==> src/rtl/spflag_pkg.sv <==
package spflag_pkg;
  // strobes from the flag/sequencing control to the datapath
  typedef struct packed {
    logic loadTx;    // host write accepted into the shifter
    logic capture;   // rising serial edge: sample sdi
    logic shift;     // falling serial edge inside a byte: advance shifter
    logic complete;  // eighth rising edge: capture byte and pin
  } spflag_strobe_t;
endpackage

==> src/rtl/spflag_ctrl.sv <==
module spflag_ctrl
  import spflag_pkg::*;
#(
  parameter int DATA_W = 8
) (
  input  logic           clk,
  input  logic           rst_n,
  input  logic           sckIn,
  input  logic           rdStatus,
  input  logic           rdData,
  input  logic           wrData,
  input  logic           masterMode,
  input  logic           clkPol,
  input  logic           startReq,
  output logic           doneFlag,
  output logic           collFlag,
  output logic           xferStart,
  output spflag_strobe_t strb
);
  localparam int CNT_W = $clog2(DATA_W + 1);
  localparam logic [CNT_W-1:0] LAST_IDX = CNT_W'(DATA_W - 1);

  logic             sckPrev;
  logic [CNT_W-1:0] riseCnt;
  logic             winOpen;
  logic             armed;

  logic sckRise, sckFall, lastRise, dataAcc, collSet, clearNow, startOk;

  always_comb begin
    sckRise  = sckIn & ~sckPrev;
    sckFall  = ~sckIn & sckPrev;
    lastRise = sckRise && (riseCnt == LAST_IDX);
    dataAcc  = rdData | wrData;
    collSet  = dataAcc && winOpen;
    clearNow = dataAcc && armed;
    startOk  = startReq && masterMode && !doneFlag && (riseCnt == '0)
               && !winOpen && (sckIn == clkPol);
    strb.loadTx   = wrData && !collSet;
    strb.capture  = sckRise;
    strb.shift    = sckFall && (riseCnt != '0);
    strb.complete = lastRise;
  end

  // edge tracking and bit counting
  always_ff @(posedge clk) begin
    if (!rst_n) begin
      sckPrev <= 1'b0;
      riseCnt <= '0;
      winOpen <= 1'b0;
    end else begin
      sckPrev <= sckIn;
      if (sckRise) riseCnt <= lastRise ? '0 : riseCnt + 1'b1;
      if (lastRise) winOpen <= 1'b0;
      else if (sckFall && (riseCnt != '0)) winOpen <= 1'b1;
    end
  end

  // flag state machines: set wins over clear
  always_ff @(posedge clk) begin
    if (!rst_n) begin
      doneFlag  <= 1'b0;
      collFlag  <= 1'b0;
      armed     <= 1'b0;
      xferStart <= 1'b0;
    end else begin
      if (lastRise) doneFlag <= 1'b1;
      else if (clearNow) doneFlag <= 1'b0;

      if (collSet) collFlag <= 1'b1;
      else if (clearNow) collFlag <= 1'b0;

      if (dataAcc) armed <= 1'b0;
      else if (rdStatus && doneFlag) armed <= 1'b1;
      else if (!doneFlag) armed <= 1'b0;

      xferStart <= startOk;
    end
  end

  p_done_on_last_edge_r3: assert property (@(posedge clk) disable iff (!rst_n)
    $rose(doneFlag) |-> $past(lastRise));
  p_done_clear_needs_arm_r4: assert property (@(posedge clk) disable iff (!rst_n)
    $fell(doneFlag) |-> $past(armed && dataAcc));
  p_arm_implies_done_r4: assert property (@(posedge clk) disable iff (!rst_n)
    armed |-> doneFlag);
  p_coll_in_window_r6: assert property (@(posedge clk) disable iff (!rst_n)
    $rose(collFlag) |-> $past(winOpen && dataAcc));
  p_start_gated_r10: assert property (@(posedge clk) disable iff (!rst_n)
    xferStart |-> $past(!doneFlag && masterMode && startReq));
endmodule

==> src/rtl/spflag_dpath.sv <==
module spflag_dpath
  import spflag_pkg::*;
#(
  parameter int DATA_W = 8
) (
  input  logic              clk,
  input  logic              rst_n,
  input  spflag_strobe_t    strb,
  input  logic [DATA_W-1:0] wrValue,
  input  logic              sdi,
  input  logic              auxPin,
  output logic              sdo,
  output logic [DATA_W-1:0] rxData,
  output logic              pinLatch
);
  logic [DATA_W-1:0] shiftReg;
  logic              sampleBit;

  always_ff @(posedge clk) begin
    if (!rst_n) begin
      shiftReg  <= '0;
      sampleBit <= 1'b0;
      rxData    <= '0;
      pinLatch  <= 1'b0;
    end else begin
      if (strb.capture) sampleBit <= sdi;
      if (strb.loadTx) shiftReg <= wrValue;
      else if (strb.shift) shiftReg <= {shiftReg[DATA_W-2:0], sampleBit};
      if (strb.complete) begin
        rxData   <= {shiftReg[DATA_W-2:0], sdi};
        pinLatch <= auxPin;
      end
    end
  end

  assign sdo = shiftReg[DATA_W-1];

  p_pin_hold_r8: assert property (@(posedge clk) disable iff (!rst_n)
    !strb.complete |=> $stable(pinLatch));
  p_rx_hold_r9: assert property (@(posedge clk) disable iff (!rst_n)
    !strb.complete |=> $stable(rxData));
endmodule

==> src/rtl/spflag_unit.sv <==
module spflag_unit
  import spflag_pkg::*;
#(
  parameter int DATA_W = 8
) (
  input  logic              clk,
  input  logic              rst_n,
  input  logic              rdStatus,
  input  logic              rdData,
  input  logic              wrData,
  input  logic [DATA_W-1:0] wrValue,
  output logic [7:0]        statusOut,
  output logic [DATA_W-1:0] rxData,
  input  logic              sckIn,
  input  logic              sdi,
  output logic              sdo,
  input  logic              auxPin,
  input  logic              masterMode,
  input  logic              clkPol,
  input  logic              startReq,
  output logic              xferStart
);
  spflag_strobe_t strb;
  logic doneFlag, collFlag, pinLatch;

  spflag_ctrl #(.DATA_W(DATA_W)) u_ctrl (
    .clk(clk), .rst_n(rst_n), .sckIn(sckIn), .rdStatus(rdStatus),
    .rdData(rdData), .wrData(wrData), .masterMode(masterMode),
    .clkPol(clkPol), .startReq(startReq), .doneFlag(doneFlag),
    .collFlag(collFlag), .xferStart(xferStart), .strb(strb)
  );

  spflag_dpath #(.DATA_W(DATA_W)) u_dpath (
    .clk(clk), .rst_n(rst_n), .strb(strb), .wrValue(wrValue), .sdi(sdi),
    .auxPin(auxPin), .sdo(sdo), .rxData(rxData), .pinLatch(pinLatch)
  );

  assign statusOut = {collFlag, doneFlag, 5'b00000, pinLatch};
endmodule

==> config.mk <==
export PLATFORM = sky130hd
export DESIGN_NAME = spflag_unit
export DESIGN_NICKNAME = d
export VERILOG_FILES = /design/src/rtl/spflag_pkg.sv /design/src/rtl/spflag_ctrl.sv /design/src/rtl/spflag_dpath.sv /design/src/rtl/spflag_unit.sv
export SDC_FILE = /design/constraint.sdc
export NUM_CORES = 1
export LEC_CHECK = 0
export BUFFER_PORTS_ARGS = -buffer_cell sky130_fd_sc_hd__buf_2
export CAP_MARGIN = 20
export CORE_ASPECT_RATIO = 0.7
export CORE_MARGIN = 2
export CORE_UTILIZATION = 49
export DETAILED_ROUTE_END_ITERATION = 12
export PLACE_DENSITY = 0.81
export SKIP_CTS_REPAIR_TIMING = 1
export SYNTH_ARGS = -nofsm -noshare
export SYNTH_HDL_FRONTEND = slang
export SYNTH_SLANG_ARGS = --single-unit
==> constraint.sdc <==
create_clock -name clk -period 1.7 [get_ports clk]
set_clock_uncertainty 0.05 [all_clocks]
set_input_delay 0.34 -clock clk [delete_from_list [all_inputs] [get_ports clk]]
set_output_delay 0.34 -clock clk [all_outputs]
set_load 0.02 [all_outputs]
==> qor.yml, run 1 <==
via_per_inst: 5.42
syn2layout_area_growth_pct: 14.5
power_density_nw_per_um2: 917
synth-seq-area-share: 0.466
clock_path_buffers: 2
violation_count_after_the_first_detailed_routing_iteration: 32
globalRouteOverflowTotal: 0
hold_path.class: "in -> reg"
htree_levels: 1
async_flop_share: 0
critical_path_class: "reg -> reg"
synth_enable_flop_cells: 0
timing.rr.start: "u_ctrl.riseCnt[0]"
pin_count: 37
inst_count_dp: 182
leading_register_cell_type_out_of_synthesis: "sky130_fd_sc_hd__dfxtp_1"
ys_seq_elements: 28
p_total_mw: 1.26
critPathMaxFanout: 10
timing.final.crit_share: 0.929
clkLatencyLatePin_ps: 330
initial_core_util: 0.536
routabilityCongestion: 0.804
p_clk_frac: 0.347
fin_crit_ps: 1580
crit_arrival_ps: 1820
detail-route-antenna-nets: 0
post_route_cells_drive_above_1_share: 0.273
setup.reg_to_reg.worst_slack_ps: 120
worstSetupEndpointType: "register"
stdcell_count: 186
place_area_um2: 1320
grt_util_all_layers: 0.181
ctsRootBufferMaster: "sky130_fd_sc_hd__clkbuf_4"
holdCritStartpoint: "rdData"
detailedRoute.firstPassIterationCount: 4
path_clk_slew_ps: 150
max_cap_viol_count: 0
global_route_wire_length_before_repair_um: 3920
die_area_um2: 2870
max_clock_freq_mhz: 633
setup_slack_ps: 120
yosysWarnings: 0
required_ps: 1940
cp-start-kind: "register"
cell_with_the_most_instances_after_synthesis: "sky130_fd_sc_hd__dfxtp_1"
p_int_mw: 0.967
grt_antenna_before_repair: 0
die-height_um: 45.4
rsz0062_at_grt: "false"
leakagePower_nw: 0.583
num_vias: 1008
clock_sink_count: 28
ir_worst_vdd_v: 0.000465
syn-instance-count: 129
detailed_place_hpwl_um: 1760
count_of_input_and_output_buffers: 31
tritoncts: "yes"
run_status: "complete, no violations"
synth.top_cells.by_area: "sky130_fd_sc_hd__dfxtp_1 (47%), sky130_fd_sc_hd__o21ai_0 (7.9%), sky130_fd_sc_hd__a22o_1 (6.6%)"
detail_route.drc_violations: 0
synth_top_cell_area_share: 0.466
final_count_of_hold_timing_violations: 0
switching_share: 0.234
cts_inserted_buffers: 3
route.detailed.wl_per_inst_um: 13.1
p_seq_frac: 0.553
core_um2: 2240
worstRegToRegCells: 4
p_switching_mw: 0.295
antenna_diodes: 0
synth.cells.most_frequent: "sky130_fd_sc_hd__dfxtp_1 (28), sky130_fd_sc_hd__o21ai_0 (19), sky130_fd_sc_hd__a22o_1 (9), sky130_fd_sc_hd__nand3_1 (9)"
layout.cell_area.non_filler_um2: 1380
dieWidth_um: 63.2
setup_tns_ps: 0
synth.cell_area_um2: 1200
number_of_standard_cell_rows_in_the_floorplan: 14
route.final.wire_length_um: 2440
setup_violations: 0
cp-startpoint: "u_ctrl.riseCnt[0]"
postLayoutCoreUtil: 0.614
synth_cell_type_count: 36
r2r_end: "u_dpath.rxData[5]"
synth_largest_area_cell: "sky130_fd_sc_hd__dfxtp_1"
first_global_vias: 903
nNetsFinal: 176
report.final.slew_viol_count: 0
share_comb_of_total_power: 0.100
grt_start_max_net_pins: 21
fin_worst_hold_slack_ps: 120
postSynthAreaPerCell_um2: 9.32
timing_endpoint_of_the_critical_path: "u_dpath.rxData[5]"
detailedPlace.worstSlack_ps: 144
## worst max-delay path, cell delays in order (launching register included)
cell                      delay [ps]
sky130_fd_sc_hd__dfxtp_1         420
sky130_fd_sc_hd__ha_1            210
sky130_fd_sc_hd__and3b_1         240
sky130_fd_sc_hd__and3_1          420
sky130_fd_sc_hd__a22o_1          200
## metal layers
| layer | up-vias | GRT usage | wire length (um) |
|---|---|---|---|
| met1 | 471 | 0.198 | 1100 |
| met4 | 0 | 0.0783 | 63 |
| met3 | 9 | 0.0693 | 138 |
| met2 | 25 | 0.326 | 1140 |
| met5 | - | 0 | 0 |
| li1 | 503 | - | - |
## logic make-up (layout without fill, tap and decap cells)
kind of cell | Yosys count | in the layout | synth area share
flops | 28 | 28 | 0.466
fa+ha+maj | 2 | 2 | 0.0208
xor+xnor | 2 | 2 | 0.0146
simple gates | 36 | 36 | 0.177
compound gates | 44 | 44 | 0.238
buf+inv | 16 | 37 | 0.0801
other cells | 1 | 5 | 0.00312
## how the worst min path moves through the flow
stage	end	slack, ps	cells after the start
after floorplan	u_ctrl.armed	370	1
after global placement	u_ctrl.collFlag	400	2
after detailed placement	u_dpath.rxData[3]	410	1
after CTS	u_ctrl.armed	110	2
after global routing	u_ctrl.armed	100	2
final	u_ctrl.armed	120	2
## layout make-up
cell class / count / area (um^2)
clock buffer: 3 / 22.5
clock inverter: 1 / 30.0
fill: 207 / 866
inverter: 2 / 7.51
multi-input combinational: 89 / 561
sequential: 28 / 561
tap: 32 / 40.0
timing repair buffer: 31 / 155
## sequential cells by signal, summed over array words and instances, names as in the netlist
register           count
u_ctrl.armed           1
u_ctrl.collFlag        1
u_ctrl.doneFlag        1
u_ctrl.riseCnt         4
u_ctrl.sckPrev         1
u_ctrl.winOpen         1
u_ctrl.xferStart       1
u_dpath.pinLatch       1
u_dpath.rxData         8
u_dpath.sampleBit      1
u_dpath.shiftReg       8
## power groups by stage
stage	clock network [mW]	logic (mW)	registers, mW
2_1_floorplan	0	0.0947	0.709
3_3_place_gp	0	0.122	0.710
3_5_place_dp	0	0.126	0.712
4_1_cts	0.447	0.127	0.697
5_1_grt	0.484	0.141	0.701
6_report	0.438	0.127	0.698
## cells in the final DEF, fill, tap and decap left out, types with 2 or more instances in the layout
cell                        n
sky130_fd_sc_hd__nand2b_1   2
sky130_fd_sc_hd__ha_1       2
sky130_fd_sc_hd__nand3_1    9
sky130_fd_sc_hd__inv_1      2
sky130_fd_sc_hd__buf_2     31
sky130_fd_sc_hd__nand2_1    7
sky130_fd_sc_hd__dfxtp_1   28
sky130_fd_sc_hd__o21ai_0   19
sky130_fd_sc_hd__clkbuf_4   3
sky130_fd_sc_hd__and2b_2    2
sky130_fd_sc_hd__a21boi_0   4
sky130_fd_sc_hd__a22o_1     9
sky130_fd_sc_hd__nor2_1     2
sky130_fd_sc_hd__a31oi_1    8
sky130_fd_sc_hd__conb_1     5
No activity file was read; power rests on OpenSTA's default activity.
==> inputs of run 2 (changes only) <==
--- a/config.mk
+++ b/config.mk
@@ -5,11 +5,12 @@
 export SDC_FILE = /design/constraint.sdc
 export NUM_CORES = 1
 export LEC_CHECK = 0
+export ABC_AREA = 1
 export BUFFER_PORTS_ARGS = -buffer_cell sky130_fd_sc_hd__buf_2
 export CAP_MARGIN = 20
 export CORE_ASPECT_RATIO = 0.7
 export CORE_MARGIN = 2
-export CORE_UTILIZATION = 49
+export CORE_UTILIZATION = 50
 export DETAILED_ROUTE_END_ITERATION = 12
 export PLACE_DENSITY = 0.81
 export SKIP_CTS_REPAIR_TIMING = 1
==> run 2 against run 1 <==
Compared with the run above: routed wire length up 4.3%; combinational power up 19%; clock power down 21%; synthesized area increased by 7.6%; core utilization decreased by 2.4 points; flip-flop and latch count stayed put.
==> qor.yml, run 2 <==
setup_tns_ps: 0
htree_levels: 1
setup_slack_ps: 236
p_seq_frac: 0.582
die_area_um2: 3020
detailedPlace.worstSlack_ps: 262
clock_path_buffers: 2
route.detailed.wl_per_inst_um: 10.8
num_vias: 1147
number_of_standard_cell_rows_in_the_floorplan: 15
syn2layout_area_growth_pct: 12.1
synth_largest_area_cell: "sky130_fd_sc_hd__dfxtp_1"
detailed_place_hpwl_um: 1820
p_switching_mw: 0.299
stdcell_count: 235
pin_count: 37
synth.cells.most_frequent: "sky130_fd_sc_hd__nand2_1 (38), sky130_fd_sc_hd__nor2_1 (29), sky130_fd_sc_hd__dfxtp_1 (28)"
synth_enable_flop_cells: 0
clkLatencyLatePin_ps: 270
nNetsFinal: 224
max_cap_viol_count: 0
first_global_vias: 833
detailedRoute.firstPassIterationCount: 6
inst_count_dp: 232
route.final.wire_length_um: 2540
layout_top_registers: "u_dpath.rxData (8), u_dpath.shiftReg (8), u_ctrl.riseCnt (4)"
detail-route-antenna-nets: 0
initial_core_util: 0.526
ctsRootBufferMaster: "sky130_fd_sc_hd__clkbuf_8"
run_status: "complete, no violations"
leakagePower_nw: 0.687
ir_worst_vdd_v: 0.000495
share_comb_of_total_power: 0.127
synth-seq-area-share: 0.433
grt_start_max_net_pins: 18
final_common_cell: "sky130_fd_sc_hd__nand2_1"
count_of_input_and_output_buffers: 31
crit_arrival_ps: 1570
hold_path.class: "in -> reg"
max_stage_delay_ps: 350
cts_inserted_buffers: 3
post_route_cells_drive_above_1_share: 0.214
p_clk_frac: 0.292
final_count_of_hold_timing_violations: 0
most-common-layout-cells: "sky130_fd_sc_hd__nand2_1 (38), sky130_fd_sc_hd__buf_2 (31), sky130_fd_sc_hd__nor2_1 (29)"
core_um2: 2460
critical_path.slowest_cell: "sky130_fd_sc_hd__dfxtp_1"
worstSetupEndpointType: "register"
detail_route.drc_violations: 0
violation_count_after_the_first_detailed_routing_iteration: 86
synth.cell_area_um2: 1290
synth_top_cell_area_share: 0.433
tritoncts: "yes"
ys_seq_elements: 28
timing.final.crit_share: 0.861
report.final.slew_viol_count: 0
grt_util_all_layers: 0.176
rsz0062_at_grt: "false"
fin_worst_hold_slack_ps: 256
fin_crit_ps: 1460
path_clk_slew_ps: 90
power_density_nw_per_um2: 820
global_route_wire_length_before_repair_um: 3920
setup_violations: 0
die-height_um: 46.6
postSynthAreaPerCell_um2: 7.35
synth.top_cells.by_area: "sky130_fd_sc_hd__dfxtp_1 (43%), sky130_fd_sc_hd__nand2_1 (11%), sky130_fd_sc_hd__nor2_1 (8.4%)"
cp-start-kind: "register"
yosysWarnings: 0
grt_antenna_before_repair: 0
leading_register_cell_type_out_of_synthesis: "sky130_fd_sc_hd__dfxtp_1"
critPathMaxFanout: 12
antenna_diodes: 0
crit_family: "flip-flops"
critical_path_class: "reg -> reg"
via_per_inst: 4.88
switching_share: 0.252
dieWidth_um: 64.8
cp_cell_sequence: "ha_1, nand2_1, inv_1, nand2_2, inv_2, a21oi_1, nor2_1"
cell_with_the_most_instances_after_synthesis: "sky130_fd_sc_hd__nand2_1"
clock_sink_count: 28
routabilityCongestion: 0.758
syn-instance-count: 176
globalRouteOverflowTotal: 0
synth_cell_type_count: 23
async_flop_share: 0
max_clock_freq_mhz: 683
required_ps: 1800
p_int_mw: 0.890
cp.buffers_inverters: 2
run 2: power groups by stage:
| stage | Sequential [mW] | Combinational (mW) | Clock (mW) |
|---|---|---|---|
| after floorplan | 0.705 | 0.120 | 0 |
| after global placement | 0.707 | 0.149 | 0 |
| after detailed placement | 0.707 | 0.150 | 0 |
| after CTS | 0.692 | 0.151 | 0.355 |
| after global routing | 0.695 | 0.170 | 0.389 |
| final | 0.692 | 0.151 | 0.347 |
run 2: per-layer routing:
layer	up-vias	global-route usage	part of all wire
met4	0	0.0638	0.012
met5	-	0	0
met2	37	0.243	0.40
li1	607	-	-
met3	5	0.0611	0.062
met1	498	0.251	0.52
run 2: path summary, 6_finish.rpt:
check / start / to / slack [ps] / depth (start not counted)
worst min-delay path: auxPin / u_dpath.pinLatch / 260 / 3
worst max-delay path: u_ctrl.riseCnt[0] / u_ctrl.doneFlag / 240 / 7
worst min register to register: u_ctrl.collFlag / u_ctrl.collFlag / 420 / 2
worst max register to register: u_ctrl.riseCnt[0] / u_ctrl.doneFlag / 240 / 7
run 2: cell families (layout without fill, tap and decap cells):
| family | count (synthesis) | in the layout | synth area share |
|---|---|---|---|
| simple gates | 94 | 94 | 0.329 |
| compound gates | 28 | 28 | 0.111 |
| flops | 28 | 28 | 0.433 |
| buf+inv | 23 | 44 | 0.104 |
| fa+ha+maj | 2 | 2 | 0.0193 |
| other cells | 1 | 5 | 0.00290 |
run 2: through the flow:
step / utilization / total power, mW / area [um^2]
floorplan: - / 0.825 / 1310
global placement: 0.573 / 0.856 / 1410
detailed placement: 0.573 / 0.857 / 1410
CTS: 0.590 / 1.20 / 1450
global route: 0.590 / 1.25 / 1450
finish: 0.590 / 1.19 / 1450
run 2: final cells by class:
cell class | count | area (um^2)
inverters | 10 | 37.5
well taps | 34 | 42.5
flip-flops and latches | 28 | 561
multi-input cells | 129 | 613
repair buffers | 31 | 155
fillers | 237 | 1010
clock buffers | 3 | 41.3
run 2: worst register-to-register path: stages, from the launching register on:
cell and delay, ps:
sky130_fd_sc_hd__dfxtp_1 350, sky130_fd_sc_hd__ha_1 220, sky130_fd_sc_hd__nand2_1 70, sky130_fd_sc_hd__inv_1 60
sky130_fd_sc_hd__nand2_2 220, sky130_fd_sc_hd__inv_2 170, sky130_fd_sc_hd__a21oi_1 150, sky130_fd_sc_hd__nor2_1 50
